[src/rtl/gpa_pkg.sv]
package gpa_pkg;
    localparam int PRIO_W = 5;
    localparam int GRP_W  = 3;
    localparam int CFG_W  = PRIO_W + 1;
    localparam int EN_BIT = PRIO_W;

    typedef enum logic [1:0] {
        ST_IDLE    = 2'd0,
        ST_HANDLER = 2'd1,
        ST_NMI     = 2'd2
    } gpa_state_e;

    // Mask keeping only the group part of a priority for a grouping value.
    function automatic logic [PRIO_W-1:0] grp_mask(input logic [GRP_W-1:0] g);
        logic [GRP_W-1:0] sub;
        sub = (g < GRP_W'(2)) ? '0 : g - GRP_W'(2);
        return {PRIO_W{1'b1}} << sub;
    endfunction
endpackage

[src/rtl/gpa_cfg_regs.sv]
module gpa_cfg_regs
    import gpa_pkg::*;
#(
    parameter int N_IRQ = 35,
    parameter int SEL_W = 6
) (
    input  logic                    clk,
    input  logic                    rst_n,
    input  logic                    cfg_we,
    input  logic [SEL_W-1:0]        cfg_sel,
    input  logic [CFG_W-1:0]        cfg_wdata,
    output logic [N_IRQ*PRIO_W-1:0] prio_flat,
    output logic [N_IRQ-1:0]        en,
    output logic [GRP_W-1:0]        grouping
);
    localparam logic [SEL_W-1:0] GRP_SEL = {SEL_W{1'b1}};

    for (genvar g = 0; g < N_IRQ; g++) begin : g_line
        logic [PRIO_W-1:0] prio_q;
        logic              en_q;
        always_ff @(posedge clk) begin
            if (!rst_n) begin
                prio_q <= '0;
                en_q   <= 1'b0;
            end else if (cfg_we && cfg_sel == SEL_W'(g)) begin
                prio_q <= cfg_wdata[PRIO_W-1:0];
                en_q   <= cfg_wdata[EN_BIT];
            end
        end
        assign prio_flat[g*PRIO_W +: PRIO_W] = prio_q;
        assign en[g] = en_q;
    end

    always_ff @(posedge clk) begin
        if (!rst_n) begin
            grouping <= '0;
        end else if (cfg_we && cfg_sel == GRP_SEL) begin
            grouping <= cfg_wdata[GRP_W-1:0];
        end
    end
endmodule

[src/rtl/gpa_pick.sv]
module gpa_pick #(
    parameter int N     = 35,
    parameter int W     = 5,
    parameter int IDX_W = $clog2(N)
) (
    input  logic [N-1:0]   vld,
    input  logic [N*W-1:0] key_flat,
    output logic           any,
    output logic [IDX_W-1:0] idx,
    output logic [W-1:0]   key_min
);
    // Linear scan: strict compare keeps the lowest index on equal keys.
    always_comb begin
        any     = 1'b0;
        idx     = '0;
        key_min = '1;
        for (int i = 0; i < N; i++) begin
            if (vld[i] && (!any || key_flat[i*W +: W] < key_min)) begin
                any     = 1'b1;
                idx     = IDX_W'(i);
                key_min = key_flat[i*W +: W];
            end
        end
    end
endmodule

[src/rtl/gpa_arbiter.sv]
module gpa_arbiter
    import gpa_pkg::*;
#(
    parameter int N_IRQ    = 35,
    parameter int SEL_W    = 6,
    parameter int VEC_W    = 8,
    parameter int VEC_BASE = 16,
    parameter int NMI_VEC  = 2
) (
    input  logic               clk,
    input  logic               rst_n,
    input  logic [N_IRQ-1:0]   irq_i,
    input  logic               nmi_i,
    input  logic               cfg_we,
    input  logic [SEL_W-1:0]   cfg_sel,
    input  logic [CFG_W-1:0]   cfg_wdata,
    input  logic               take_ack,
    input  logic               handler_done,
    output logic               win_valid,
    output logic [VEC_W-1:0]   win_vector,
    output logic               take_req,
    output logic               preempt
);
    localparam int IDX_W = $clog2(N_IRQ);
    localparam logic [N_IRQ-1:0] ONE = N_IRQ'(1);

    logic [N_IRQ*PRIO_W-1:0] prio_flat;
    logic [N_IRQ-1:0]        en;
    logic [GRP_W-1:0]        grouping;
    logic [N_IRQ-1:0]        pend, act, cand, take_bit, act_bit;
    logic                    nmi_pend, nmi_q;
    logic                    cand_any, act_any;
    logic [IDX_W-1:0]        cand_idx, act_idx;
    logic [PRIO_W-1:0]       cand_key, act_key, mask;
    logic                    win_nmi, grp_lt, take_fire, done_fire;
    gpa_state_e              state, state_nx;

    gpa_cfg_regs #(.N_IRQ(N_IRQ), .SEL_W(SEL_W)) u_cfg (
        .clk(clk), .rst_n(rst_n), .cfg_we(cfg_we), .cfg_sel(cfg_sel),
        .cfg_wdata(cfg_wdata), .prio_flat(prio_flat), .en(en), .grouping(grouping)
    );

    assign cand = pend & en;

    gpa_pick #(.N(N_IRQ), .W(PRIO_W), .IDX_W(IDX_W)) u_pick_pend (
        .vld(cand), .key_flat(prio_flat), .any(cand_any), .idx(cand_idx), .key_min(cand_key)
    );

    gpa_pick #(.N(N_IRQ), .W(PRIO_W), .IDX_W(IDX_W)) u_pick_act (
        .vld(act), .key_flat(prio_flat), .any(act_any), .idx(act_idx), .key_min(act_key)
    );

    assign win_nmi   = nmi_pend;
    assign mask      = grp_mask(grouping);
    assign grp_lt    = act_any && ((cand_key & mask) < (act_key & mask));
    assign done_fire = handler_done && (state != ST_IDLE);
    assign take_fire = take_ack && take_req && !done_fire;
    assign take_bit  = (take_fire && !win_nmi) ? (ONE << cand_idx) : '0;
    assign act_bit   = ONE << act_idx;

    // Pending and active bookkeeping.
    always_ff @(posedge clk) begin
        if (!rst_n) begin
            pend     <= '0;
            act      <= '0;
            nmi_pend <= 1'b0;
            nmi_q    <= 1'b0;
        end else begin
            nmi_q    <= nmi_i;
            nmi_pend <= (nmi_pend || (nmi_i && !nmi_q)) && !(take_fire && win_nmi);
            pend     <= (pend | (irq_i & en)) & ~take_bit;
            if (done_fire && state != ST_NMI) begin
                act <= act & ~act_bit;
            end else begin
                act <= act | take_bit;
            end
        end
    end

    // State register.
    always_ff @(posedge clk) begin
        if (!rst_n) state <= ST_IDLE;
        else        state <= state_nx;
    end

    // Next-state logic.
    always_comb begin
        state_nx = state;
        unique case (state)
            ST_IDLE: begin
                if (take_fire) state_nx = win_nmi ? ST_NMI : ST_HANDLER;
            end
            ST_HANDLER: begin
                if (done_fire)                 state_nx = (|(act & ~act_bit)) ? ST_HANDLER : ST_IDLE;
                else if (take_fire && win_nmi) state_nx = ST_NMI;
            end
            ST_NMI: begin
                if (done_fire) state_nx = (|act) ? ST_HANDLER : ST_IDLE;
            end
            default: state_nx = ST_IDLE;
        endcase
    end

    // Outputs.
    always_comb begin
        win_valid  = win_nmi || cand_any;
        win_vector = win_nmi ? VEC_W'(NMI_VEC) : VEC_W'(VEC_BASE) + VEC_W'(cand_idx);
        take_req   = 1'b0;
        preempt    = 1'b0;
        unique case (state)
            ST_IDLE:    take_req = win_valid;
            ST_HANDLER: begin
                preempt  = win_nmi || (cand_any && grp_lt);
                take_req = preempt;
            end
            ST_NMI:     take_req = 1'b0;
            default:    take_req = 1'b0;
        endcase
    end
endmodule

[config.mk]
export PLATFORM = sky130hd
export DESIGN_NAME = gpa_arbiter
export DESIGN_NICKNAME = d
export VERILOG_FILES = /design/src/rtl/gpa_pkg.sv /design/src/rtl/gpa_cfg_regs.sv /design/src/rtl/gpa_pick.sv /design/src/rtl/gpa_arbiter.sv
export SDC_FILE = /design/constraint.sdc
export NUM_CORES = 2
export LEC_CHECK = 0
export ABC_AREA = 1
export BUFFER_PORTS_ARGS = -buffer_cell sky130_fd_sc_hd__buf_4
export CORE_MARGIN = 10
export CORE_UTILIZATION = 37
export DETAILED_ROUTE_END_ITERATION = 8
export PLACE_DENSITY_LB_ADDON = 0.1
export REMOVE_ABC_BUFFERS = 1
export SYNTH_ARGS = -nofsm -noshare
export SYNTH_HDL_FRONTEND = slang
export SYNTH_HIERARCHICAL = 1
export SYNTH_SLANG_ARGS = --single-unit
[constraint.sdc]
create_clock -name clk -period 72.9 [get_ports clk]
set_input_delay 7.29 -clock clk [delete_from_list [all_inputs] [get_ports clk]]
set_output_delay 7.29 -clock clk [all_outputs]
set_load 0.03 [all_outputs]
==> qor.yml <==
fp.dieW_um: 313
cts_hold_buf: 0
ys_types: 55
worst_pin_slew_ps: 1210
cp-end-kind: "output port"
synthTopCellsByArea: "dfxtp_1 18%, nand2_1 15%, nand3_1 12%, inv_1 8.9%, nor2_1 8.9%"
drive_above_1_share_pct: 13.9
power_density_nw_per_um2: 12.2
fmax_ghz: 0.0198
hold_depth: 2
final.period_utilization_pct: 69.3
slew_headroom_pct: 18.9
vias_per_cell: 4.95
yosys_register_bits: 287
port_buffers: 62
hold_viol: 0
yosysMostFrequentCell: "nand2_1"
leakagePower_nw: 17.5
cts_setup_buffers: 0
nFillCells: 9658
clockBufferDepth: 3
max_stage_delay_ps: 570
ant_nets: 0
post-dp-hpwl_mm: 84.1
drtIter0Drc: 2243
hold_class: "register to register"
drc: 0
hold_end: "pend[17]$_SDFF_PN0_"
cp_common_cell: "nand2_1"
maxSlewViolCount: 0
multiInputGateArea_um2: 21200
final_area_um2: 33200
finalPower_mw: 0.404
synth-edff-count: 0
fin_ws_ps: 22390
start_util_pct: 37.3
r2r-end: "pend[30]$_SDFF_PN0_"
ir_worst_vdd_mv: 0.0129
fin_nets: 5377
tns_ps: 0
period_minus_slack_ps: 50510
pre_cts_ws_ps: 22840
timing.rr.start: "act[0]$_SDFF_PN0_"
synth_top_area_share_pct: 18.1
pin_count: 64
wire_per_inst_um: 16.6
path_max_fanout: 15
rows: 107
globalplace.congestion: 0.929
cts.sink_count: 287
grt_max_degree: 91
coreArea_um2: 85100
dpl_cell_area_um2: 32000
die_h_um: 313
post_cts_resized: 0
crit_type: "register to output port"
required_ps: 65610
die_area_um2: 97800
cts_inserted_buffers: 35
crit_arrival_ps: 43220
utilization_pct: 38.9
clk_latency_ps: 550
setup_viol: 0
skew_ps: 23.6
crit_slowest_cell: "dfxtp_1"
synth-seq-area-share_pct: 18.1
place_inst: 6278
synth_top_cell_by_area: "dfxtp_1"
hp-start: "pend[17]$_SDFF_PN0_"
grt_setup_unrepaired: "no"
syn-cell-area_um2: 31700
grt_overflow: 0
syn_to_final_growth_pct: 4.54
cts_tree: "yes"
synth_ff_type: "dfxtp_1"
avgSynthCellArea_um2: 6.02
gr-usage-all-layers_pct: 20.8
grt_pass1_vias: 29000
antenna_found_initial: 4
yosysWarnings: 6
reg2reg_depth: 294
status: "completed"
wl_mm: 105
stdcell_count: 6337
rrSetupSlack_ps: 29170
crit_path_start_kind: "register"
cts-root-buf: "clkbuf_16"
synthTopCellsByCount: "1230 x nand2_1, 755 x inv_1, 752 x nor2_1"
first_pass_iters: 5
cts.htree.levels: 2
path_clk_slew_ps: 60
maxCapViolations: 0
vias: 31400
timing.hold.ws_ps: 476
grt_pass1_wl_mm: 165
syn_inst: 5269
regArea_um2: 5750
async_flop_share_pct: 0
-- critical path, delay by kind of cell (launching register included) --
family / cells / cell delay, ps
AO/OA/AOI/OAI: 52 / 12510
adder cells (fa/ha/maj): 35 / 10610
buffers and inverters: 20 / 1440
flip-flops: 1 / 570
AND/OR/NAND/NOR: 183 / 17370
-- worst max-delay path by stage --
stage	startpoint	endpoint	slack [ps]
floorplan	act[0]$_SDFF_PN0_	preempt	30250
global placement	act[0]$_SDFF_PN0_	take_req	23020
detailed placement	act[0]$_SDFF_PN0_	take_req	22840
CTS	act[0]$_SDFF_PN0_	take_req	22130
global route	act[0]$_SDFF_PN0_	take_req	17220
finish	act[0]$_SDFF_PN0_	take_req	22390
-- logic make-up (layout without fill, tap and decap cells) --
| group | count (synthesis) | after routing | share of synthesized area, % |
|---|---|---|---|
| and+or+nand+nor | 3402 | 3402 | 52.9 |
| buffers and inverters | 1008 | 931 | 15.0 |
| AOI/OAI and AO/OA | 418 | 418 | 7.89 |
| DFF | 287 | 287 | 18.1 |
| adders and majority gates | 153 | 153 | 6.04 |
| other | 1 | 2 | 0.0118 |
-- layer usage --
metal | global-route usage, % | up-vias | share of wire [%]
li1 | - | 16400 | -
met1 | 28.7 | 14300 | 49
met2 | 34.6 | 564 | 45
met3 | 2.53 | 98 | 4.4
met4 | 3.78 | 6 | 1.6
met5 | 0 | - | 0.033
-- cells in the final DEF (no fill, tap or decap), types with 20 or more instances in the layout --
cell type / count
a21oi_1: 88
buf_4: 80
clkbuf_16: 36
clkinv_1: 20
dfxtp_1: 287
ha_1: 153
inv_1: 755
nand2_1: 1230
nand2_2: 219
nand2_4: 142
nand3_1: 746
nand3_2: 156
nand3b_1: 50
nand4_1: 29
nor2_1: 750
nor2_2: 29
o21ai_0: 162
o21bai_1: 110
-- cell type report --
type	count	area share, %
clock buffers	51	3.10
repair buffers	81	1.85
inverters	792	9.04
clock inverters	7	0.321
flip-flops and latches	287	17.3
well taps	1144	4.32
diodes	1	0.00755
multi-input cells	3974	64.0
-- power breakdown --
group	internal [mW]	total, mW	switching, mW	leakage (nW)
Combinational	0.0229	0.0687	0.0458	14.6
Clock	0.105	0.176	0.0709	0.551
Sequential	0.158	0.160	0.00211	2.31
Total	0.286	0.404	0.119	17.5
-- sequential cells by signal (all words and copies together), names as in the netlist --
name / flops
nmi_pend: 1
u_cfg/g_line.prio_q: 175
u_cfg/grouping: 3
nmi_q: 1
act: 35
pend: 35
state: 2
u_cfg/g_line.en_q: 35
(Power assumes the default switching activity.)
